===== src/rtl/bdr_pkg.sv =====
package bdr_pkg;

  typedef enum logic [1:0] {
    SL_IDLE,
    SL_REFRESH,
    SL_ACCESS,
    SL_ADVANCE
  } slot_state_t;

  typedef enum logic [2:0] {
    AX_ROW,
    AX_RAS,
    AX_COL,
    AX_CAS,
    AX_WEH,
    AX_RASH,
    AX_CASH
  } acc_step_t;

  // asserted-high view of the DRAM strobes for one access
  typedef struct packed {
    logic ras;
    logic cas;
    logic we;
    logic col_sel;
  } strobe_t;

endpackage


===== src/rtl/bdr_slot_timer.sv =====
module bdr_slot_timer #(
  parameter bit USE_EXT_STB = 1'b1,
  parameter int DIV_CYC     = 4096
) (
  input  logic clk,
  input  logic rst,
  input  logic stb_in,
  input  logic idle,
  output logic go
);
  logic trig;
  logic pending;

  generate
    if (USE_EXT_STB) begin : g_ext
      assign trig = stb_in;
    end else begin : g_div
      localparam int DW = $clog2(DIV_CYC) + 1;
      logic [DW-1:0] div_cnt;
      logic          unused_stb;
      assign unused_stb = stb_in;
      always_ff @(posedge clk) begin
        if (rst) div_cnt <= '0;
        else if (div_cnt == DW'(DIV_CYC - 1)) div_cnt <= '0;
        else div_cnt <= div_cnt + 1'b1;
      end
      assign trig = (div_cnt == DW'(DIV_CYC - 1));
    end
  endgenerate

  assign go = idle && pending;

  always_ff @(posedge clk) begin
    if (rst) pending <= 1'b0;
    else pending <= (pending || trig) && !go;
  end

  // a slot leaves idle at once, so two starts never come back to back
  p_no_double_start_r8: assert property (@(posedge clk) disable iff (rst)
    go |=> !go);

endmodule


===== src/rtl/bdr_refresh_seq.sv =====
module bdr_refresh_seq #(
  parameter int PH_CYC     = 2,
  parameter int REF_PULSES = 8
) (
  input  logic clk,
  input  logic rst,
  input  logic start,
  output logic ras,
  output logic cas,
  output logic done
);
  localparam int CW = $clog2(PH_CYC) + 1;
  localparam int PW = $clog2(REF_PULSES) + 1;

  logic          active;
  logic [1:0]    step;
  logic [CW-1:0] cnt;
  logic [PW-1:0] pulse;
  logic          last_ph;
  logic          last_pulse;

  assign last_ph    = (cnt == CW'(PH_CYC - 1));
  assign last_pulse = (pulse == PW'(REF_PULSES - 1));

  // step 0: CAS low, 1: RAS low too, 2: CAS high, 3: both high
  assign cas  = active && (step == 2'd0 || step == 2'd1);
  assign ras  = active && (step == 2'd1 || step == 2'd2);
  assign done = active && step == 2'd3 && last_ph && last_pulse;

  always_ff @(posedge clk) begin
    if (rst) begin
      active <= 1'b0;
      step   <= '0;
      cnt    <= '0;
      pulse  <= '0;
    end else if (!active) begin
      if (start) begin
        active <= 1'b1;
        step   <= '0;
        cnt    <= '0;
        pulse  <= '0;
      end
    end else if (last_ph) begin
      cnt  <= '0;
      step <= step + 2'd1;
      if (step == 2'd3) begin
        if (last_pulse) active <= 1'b0;
        else pulse <= pulse + 1'b1;
      end
    end else begin
      cnt <= cnt + 1'b1;
    end
  end

endmodule


===== src/rtl/bdr_access_seq.sv =====
module bdr_access_seq
  import bdr_pkg::*;
#(
  parameter int PH_CYC = 2
) (
  input  logic    clk,
  input  logic    rst,
  input  logic    start,
  input  logic    wr,
  output strobe_t strb,
  output logic    echo,
  output logic    capture,
  output logic    done
);
  localparam int CW = $clog2(PH_CYC) + 1;

  logic          active;
  logic          wr_q;
  acc_step_t     step;
  acc_step_t     nxt;
  logic [CW-1:0] cnt;
  logic          last_ph;

  assign last_ph = (cnt == CW'(PH_CYC - 1));

  always_comb begin
    case (step)
      AX_ROW:  nxt = AX_RAS;
      AX_RAS:  nxt = AX_COL;
      AX_COL:  nxt = AX_CAS;
      AX_CAS:  nxt = wr_q ? AX_WEH : AX_RASH;
      AX_WEH:  nxt = AX_RASH;
      AX_RASH: nxt = AX_CASH;
      default: nxt = AX_CASH;
    endcase
  end

  always_comb begin
    strb.ras     = active && (step == AX_RAS || step == AX_COL ||
                              step == AX_CAS || step == AX_WEH);
    strb.cas     = active && (step == AX_CAS || step == AX_WEH || step == AX_RASH);
    strb.we      = active && wr_q && (step == AX_COL || step == AX_CAS);
    strb.col_sel = active && (step != AX_ROW && step != AX_RAS);
  end

  assign echo    = active && wr_q && step == AX_RAS && cnt == '0;
  assign capture = active && !wr_q && step == AX_RASH && cnt == '0;
  assign done    = active && step == AX_CASH && last_ph;

  always_ff @(posedge clk) begin
    if (rst) begin
      active <= 1'b0;
      wr_q   <= 1'b0;
      step   <= AX_ROW;
      cnt    <= '0;
    end else if (!active) begin
      if (start) begin
        active <= 1'b1;
        wr_q   <= wr;
        step   <= AX_ROW;
        cnt    <= '0;
      end
    end else if (last_ph) begin
      cnt <= '0;
      if (step == AX_CASH) active <= 1'b0;
      else step <= nxt;
    end else begin
      cnt <= cnt + 1'b1;
    end
  end

endmodule


===== src/rtl/bdr_addr_counter.sv =====
module bdr_addr_counter #(
  parameter int ROW_W = 10,
  parameter int COL_W = 10
) (
  input  logic             clk,
  input  logic             rst,
  input  logic             inc,
  output logic [ROW_W-1:0] row,
  output logic [COL_W-1:0] col,
  output logic             full
);
  localparam logic [ROW_W-1:0] ROW_MAX = '1;
  localparam logic [COL_W-1:0] COL_MAX = '1;

  always_ff @(posedge clk) begin
    if (rst) begin
      row  <= '0;
      col  <= '0;
      full <= 1'b0;
    end else if (inc) begin
      row <= row + 1'b1;
      if (row == ROW_MAX) begin
        col <= col + 1'b1;
        if (col == COL_MAX) full <= 1'b1;
      end
    end
  end

  p_col_holds_r2: assert property (@(posedge clk) disable iff (rst)
    (inc && row != ROW_MAX) |=> $stable(col));

  p_full_sticky_r3: assert property (@(posedge clk) disable iff (rst)
    full |=> full);

  p_wrap_to_zero_r3: assert property (@(posedge clk) disable iff (rst)
    (inc && row == ROW_MAX && col == COL_MAX) |=> (full && row == '0 && col == '0));

endmodule


===== src/rtl/bitstream_dram_recorder.sv =====
module bitstream_dram_recorder
  import bdr_pkg::*;
#(
  parameter int ROW_W       = 10,
  parameter int COL_W       = 10,
  parameter int BUS_W       = (ROW_W > COL_W) ? ROW_W : COL_W,
  parameter int PH_CYC      = 2,
  parameter int REF_PULSES  = 8,
  parameter bit USE_EXT_STB = 1'b1,
  parameter int DIV_CYC     = 4096
) (
  input  logic             clk,
  input  logic             rst,
  input  logic             sample_in,
  input  logic             sample_stb,
  input  logic             dram_q,
  output logic [BUS_W-1:0] dram_addr,
  output logic             dram_ras_n,
  output logic             dram_cas_n,
  output logic             dram_we_n,
  output logic             dram_d,
  output logic             sample_out,
  output logic             play_mode,
  output logic             busy
);
  slot_state_t      state;
  logic             go;
  logic             sample_q;
  logic             ref_start, ref_ras, ref_cas, ref_done;
  logic             acc_start, acc_echo, acc_capture, acc_done;
  strobe_t          acc_strb;
  logic [ROW_W-1:0] row;
  logic [COL_W-1:0] col;
  logic             full;

  assign ref_start = (state == SL_IDLE) && go;
  assign acc_start = (state == SL_REFRESH) && ref_done;

  bdr_slot_timer #(.USE_EXT_STB(USE_EXT_STB), .DIV_CYC(DIV_CYC)) u_timer (
    .clk(clk), .rst(rst), .stb_in(sample_stb),
    .idle(state == SL_IDLE), .go(go)
  );

  bdr_refresh_seq #(.PH_CYC(PH_CYC), .REF_PULSES(REF_PULSES)) u_refresh (
    .clk(clk), .rst(rst), .start(ref_start),
    .ras(ref_ras), .cas(ref_cas), .done(ref_done)
  );

  bdr_access_seq #(.PH_CYC(PH_CYC)) u_access (
    .clk(clk), .rst(rst), .start(acc_start), .wr(!full),
    .strb(acc_strb), .echo(acc_echo), .capture(acc_capture), .done(acc_done)
  );

  bdr_addr_counter #(.ROW_W(ROW_W), .COL_W(COL_W)) u_addr (
    .clk(clk), .rst(rst), .inc(state == SL_ADVANCE),
    .row(row), .col(col), .full(full)
  );

  // slot sequencer: refresh, access, advance
  always_ff @(posedge clk) begin
    if (rst) begin
      state    <= SL_IDLE;
      sample_q <= 1'b0;
    end else begin
      case (state)
        SL_IDLE: if (go) begin
          sample_q <= sample_in;
          state    <= SL_REFRESH;
        end
        SL_REFRESH: if (ref_done) state <= SL_ACCESS;
        SL_ACCESS:  if (acc_done) state <= SL_ADVANCE;
        default:    state <= SL_IDLE;
      endcase
    end
  end

  // registered pin stage
  always_ff @(posedge clk) begin
    if (rst) begin
      dram_addr  <= '0;
      dram_ras_n <= 1'b1;
      dram_cas_n <= 1'b1;
      dram_we_n  <= 1'b1;
      dram_d     <= 1'b0;
      sample_out <= 1'b0;
      play_mode  <= 1'b0;
      busy       <= 1'b0;
    end else begin
      dram_addr  <= acc_strb.col_sel ? BUS_W'(col) : BUS_W'(row);
      dram_ras_n <= !(ref_ras || acc_strb.ras);
      dram_cas_n <= !(ref_cas || acc_strb.cas);
      dram_we_n  <= !acc_strb.we;
      dram_d     <= sample_q;
      play_mode  <= full;
      busy       <= (state != SL_IDLE);
      if (acc_echo) sample_out <= sample_q;
      else if (acc_capture) sample_out <= dram_q;
    end
  end

  p_idle_quiet_r1: assert property (@(posedge clk) disable iff (rst)
    (state == SL_IDLE && $past(state) == SL_IDLE) |-> (dram_ras_n && dram_cas_n && dram_we_n));

  p_no_write_in_play_r3: assert property (@(posedge clk) disable iff (rst)
    play_mode |-> dram_we_n);

  p_we_under_ras_r4: assert property (@(posedge clk) disable iff (rst)
    !dram_we_n |-> !dram_ras_n);

  p_refresh_idle_in_access_r7: assert property (@(posedge clk) disable iff (rst)
    (state == SL_ACCESS) |-> (!ref_ras && !ref_cas));

endmodule


===== config.mk =====
export PLATFORM = sky130hd
export DESIGN_NAME = bitstream_dram_recorder
export DESIGN_NICKNAME = d
export VERILOG_FILES = /design/src/rtl/bdr_pkg.sv /design/src/rtl/bdr_slot_timer.sv /design/src/rtl/bdr_refresh_seq.sv /design/src/rtl/bdr_access_seq.sv /design/src/rtl/bdr_addr_counter.sv /design/src/rtl/bitstream_dram_recorder.sv
export SDC_FILE = /design/constraint.sdc
export NUM_CORES = 1
export LEC_CHECK = 0
export CORE_UTILIZATION = 35
export CTS_CLUSTER_DIAMETER = 100
export DETAILED_ROUTE_END_ITERATION = 7
export DONT_BUFFER_PORTS = 1
export GPL_TIMING_DRIVEN = 0
export PLACE_DENSITY = 0.58
export SLEW_MARGIN = 10
export SYNTH_ARGS = -nofsm -noshare
export SYNTH_HDL_FRONTEND = slang
export SYNTH_SLANG_ARGS = --single-unit

===== constraint.sdc =====
create_clock -name clk -period 5.5 [get_ports clk]
set_input_delay 0.825 -clock clk [delete_from_list [all_inputs] [get_ports clk]]
set_output_delay 0.825 -clock clk [all_outputs]
set_load 0.005 [all_outputs]

# After elaboration in Yosys (flattened, before gate mapping)
# Cells that the tools add are included.
[totals]
out_inout_bits = 17
in_bits = 5
regBits = 58
word_cells = 146
[op_classes]
eq_ne = 26
n_mux = 35
add_sub_neg = 6
reduce_logical = 56
bitwise_logic = 1
[ops]
columns = ["cell", "n"]
rows = [
  ["logical AND 1 bit", 22],
  ["two-way mux 2 bit", 11],
  ["adder 10 x 1 -> 10 bit, second input constant", 2],
  ["== test 10 bit, second input constant", 2],
  ["two-way mux 4 bit", 5],
  ["!= test 2 bit, second input constant", 8],
  ["one-hot mux 3 bit (5 select lines)", 1],
  ["two-way mux 1 bit", 12],
  ["two-way mux 3 bit", 4],
  ["logical OR 1 bit", 11],
  ["two-way mux 10 bit", 1],
  ["== test 3 bit, second input constant", 3],
  ["AND reduction 3 bit", 3],
  ["== test 2 x 1 -> 1 bit, second input constant", 4],
  ["== test 2 bit, second input constant", 4],
  ["AND reduction 2 bit", 4],
  ["nonzero test 2 bit", 4],
  ["adder 2 x 1 -> 2 bit, second input constant", 3],
  ["== test 3 x 2 -> 1 bit, second input constant", 2],
  ["logical NOT 1 bit", 6],
  ["logical NOT 2 bit", 3],
  ["one-hot mux 2 bit (3 select lines)", 1],
  ["adder 4 x 1 -> 4 bit, second input constant", 1],
  ["== test 4 x 3 -> 1 bit, second input constant", 1],
  ["other kinds (6)", 6],
]

# Longest topological paths before layout
[logic_depth]
ltp_word = 7
depth_mapped = 7
ltp_nobuf = 6

# Modules after synthesis
# From an unflattened synthesis, not the netlist that was laid out.
[unflattened]
hier_cells = 282
hier_area_um2 = 2690.1
[by_module_without_submodules]
columns = ["module", "n_inst", "area_each_um2", "cells_per_inst"]
rows = [
  ["bdr_addr_counter", 1, 939.7, 109],
  ["bitstream_dram_recorder", 1, 779.5, 71],
  ["bdr_refresh_seq", 1, 490.5, 50],
  ["bdr_access_seq", 1, 431.7, 47],
  ["bdr_slot_timer", 1, 48.8, 5],
]

# Worst setup path after synthesis
# No wires, ideal clock.
[synth_path]
kind = "flip-flop to flip-flop"
from = "register state[0]"
to = "register u_addr.col[9]"
n_path_buf = 2
required_time_ps = 5430
path_stages_with_launch = 8
path_slack_ps = 3488
synth_period_minus_slack_ps = 2012
t_arrival_ps = 1942
cell_sequence = "dfxtp_1 > ha_1 > buf_2 > nand4_4 > or4_1 > clkbuf_2 > or4_1 > a21oi_1"
[synth_via]
elab_chain_len = 2
[synth_lines]
columns = ["element", "line_no", "text"]
rows = [
  ["from (decl)", "bitstream_dram_recorder.sv:26", "slot_state_t state;"],
  ["from (signal assigned)", "bitstream_dram_recorder.sv:62", "state <= SL_IDLE;"],
  ["from (signal assigned)", "bitstream_dram_recorder.sv:68", "state <= SL_REFRESH;"],
  ["from (signal assigned)", "bitstream_dram_recorder.sv:70", "SL_REFRESH: if (ref_done) state <= SL_ACCESS;"],
  ["== test 2 bit", "bitstream_dram_recorder.sv:55", ".clk(clk), .rst(rst), .inc(state == SL_ADVANCE),"],
  ["AND reduction 2 bit (no line)", "n/a", ""],
  ["to (signal assigned)", "bdr_addr_counter.sv:23", "col <= col + 1'b1;"],
  ["to (decl)", "bdr_addr_counter.sv:9", "output logic [COL_W-1:0] col,"],
]
# Every way passes these cells.
# A chain may end at the register's enable or synchronous reset.

# Worst setup path in the final report
[layout_path]
from = "register state[1]"
to = "register u_addr.col[9]"
# Same word-level chain as after synthesis.

==> reports/summary.txt <==
Area growth, synth to finish: 15.7%
Most frequent cells in the layout: 58 x dfxtp_1, 38 x nor2_1, 17 x mux2i_1
Critical path class: flip-flop to flip-flop
EDFF count, synth: 0
Drt drc: 0
HP Class: flip-flop to flip-flop
Multi-input logic area: 1330 sq um
Initial antenna violation count: 0
Post-Route Utilization: 41.7%
Crit path required time: 5.77 ns
Worst-path clk slew: 0.07 ns
Nets: 315
Leading area contributor after synthesis: dfxtp_1
Pwr per Cell Area: 368 nW/um^2
Io pins: 22
Post-cts sizing count: 0
Synth top area cells: dfxtp_1 45%, mux2i_1 6.5%, nor2_1 5.5%
GRT Total Usage: 15.2%
HPWL after DPL: 3.74 mm
Chip width: 88.2 microns
Vias in the first global route: 1,824
WL/cell: 13.3 microns
CP max FO: 8
Clock skew: 0.00429 ns
Inserted Clock Buffers: 9
Number of max-cap violations: 0
Clk buf depth: 2
Yosys warns: 0
Most common cell after layout, fill and taps aside: dfxtp_1
Tightest Pin Transition: 0.944 ns
Synth Instances: 289
Number of port buffers: 0
Via-to-Cell Ratio: 5.02
Clk sinks: 58
Async set-reset flop share out of synthesis: 0%
Routed Antenna Nets: 0
Slew HR: 36.5%
Final WL: 5.38 mm
Clk Latency, worst-skew pair: 0.34 ns
CP endpoint kind: flip-flop
Final cycle utilization of the critical path: 40.4%
Slowest stage delay, CP: 0.54 ns
CTS H-Tree Depth: 3
CP Cell Sequence: ha_1 -> buf_2 -> nand4_4 -> or4_1 -> clkbuf_2 -> or4_1 -> a21oi_1
Die height: 88.2 microns
Slowest-stage cell, CP: or4_1
Max VDD drop: 0.167 mV
Tmin final: 2.22 ns
Worst hold slack: 0.472 ns
Final setup vio count: 0
Avg Cell Area, Syn: 8.99 sq um
Pin count of the biggest net entering global routing: 11
Post-CTS Setup Inserts: 0
Drt first pass iters: 4
Final global-route overflow total: 0
DR vias: 2,030
Diodes inserted: 0
Status: complete, no violations
CTS tree: yes
Post-synth top area share: 44.7%
#FFs+latches synth: 58
Share of layout cells above drive strength 1: 7.54%
Fin. Hold Viols: 0
CTS Root Buffer Type: clkbuf_8
DRT iter0 DRCs: 96
Synthesized area: 2600 sq um
Fmax: 451 MHz
Starting density of the core: 36.0%
Synth Net Count: 304
P_leak: 0.00112 uW
Routability congestion estimate: 0.745
Final Max Slew Viols: 0
Fill count: 742
Main flop type after synthesis: dfxtp_1
Crit-path most repeated cell: or4_1
Crit path arrival time: 2.49 ns
Netlist cell types: 48
RSZ-0062 raised after global routing: no
Hold-fix buffer count after cts: 0
DIE AREA: 7770 sq um
Global-route wire length before repair: 8.92 mm
Site row count: 31
Seq/Total Area, Yosys: 44.7%
Register area: 1160 sq um
Critical path startpoint category: flip-flop
TNS Setup: 0 ns
Core area: 7210 sq um
final timing paths:
| path | from | end | slack (ns) | cells after the start |
|---|---|---|---|---|
| worst max register to register | state[1] | u_addr.col[9] | 3.28 | 7 |
| worst min register to register | u_access.wr_q | dram_we_n | 0.47 | 1 |
| worst min-delay path | u_access.wr_q | dram_we_n | 0.47 | 1 |
| worst max-delay path | state[1] | u_addr.col[9] | 3.28 | 7 |
through the flow:
stage,std cells,setup slack [ns],area (sq um),power (uW)
after floorplan,289,3.49,2600,537
after global placement,388,3.33,2720,560
after detailed placement,388,3.31,2720,561
after CTS,404,3.29,3010,1110
after global routing,404,3.15,3010,1150
final,404,3.28,3010,1110
metal layers:
layer  global-route usage [%]  part of all wire, %  wire length [microns]
met2                     21.9                   44                   2370
met1                     19.8                   49                   2660
met3                     7.35                  5.4                    288
met4                     5.28                  1.2                     63
met5                        0                    0                      0
worst max-delay path: cells and delay by family (launching register included):
| family | cells | cell delay (ns) |
|---|---|---|
| AO/OA/AOI/OAI | 1 | 0.15 |
| adder cells (fa/ha/maj) | 1 | 0.15 |
| buffers and inverters | 2 | 0.39 |
| flip-flops | 1 | 0.37 |
| AND/OR/NAND/NOR | 3 | 1.10 |
cells by family (layout without fill, tap and decap cells):
| logic type | count (synthesis) | after routing | synth area share [%] |
|---|---|---|---|
| compound gates | 43 | 43 | 10.6 |
| flops | 58 | 58 | 44.7 |
| buf+inv | 29 | 45 | 4.28 |
| simple gates | 117 | 117 | 24.0 |
| xor+xnor | 15 | 15 | 5.06 |
| mux | 17 | 17 | 6.55 |
| fa+ha+maj | 10 | 10 | 4.81 |
registers in the layout, indices dropped and copies added (netlist names):
register          cells
u_access.step         3
sample_out            1
u_refresh.step        2
u_addr.full           1
u_access.wr_q         1
state                 2
u_access.active       1
u_access.cnt          2
dram_ras_n            1
dram_addr            10
u_refresh.cnt         2
u_addr.row           10
u_timer.pending       1
u_refresh.pulse       4
dram_we_n             1
u_refresh.active      1
sample_q              1
dram_cas_n            1
play_mode             1
dram_d                1
u_addr.col           10
busy                  1
Yosys cell counts, types with 6 or more instances:
cell type	count
nand2_1	16
nor2_1	38
nand3_1	12
xor2_1	8
nand4_1	9
clkbuf_1	12
a21oi_1	14
nand2b_1	6
dfxtp_1	58
ha_1	10
xnor2_1	7
o21ai_0	9
inv_1	13
mux2i_1	17
where the power goes:
part           internal, uW  switching (uW)  leakage (uW)
combinational          39.2            64.9      0.000507
sequential              435            12.3      0.000468
clock                   384             171      0.000143
cell type report:
cell class	count	area share [%]
plain buffers	16	2.08
clock buffers	12	5.49
clock inverters	4	3.99
inverters	13	1.62
multi-input cells	202	44.1
flip-flops and latches	58	38.6
well taps	99	4.12
No activity file was read; power rests on OpenSTA's default activity.
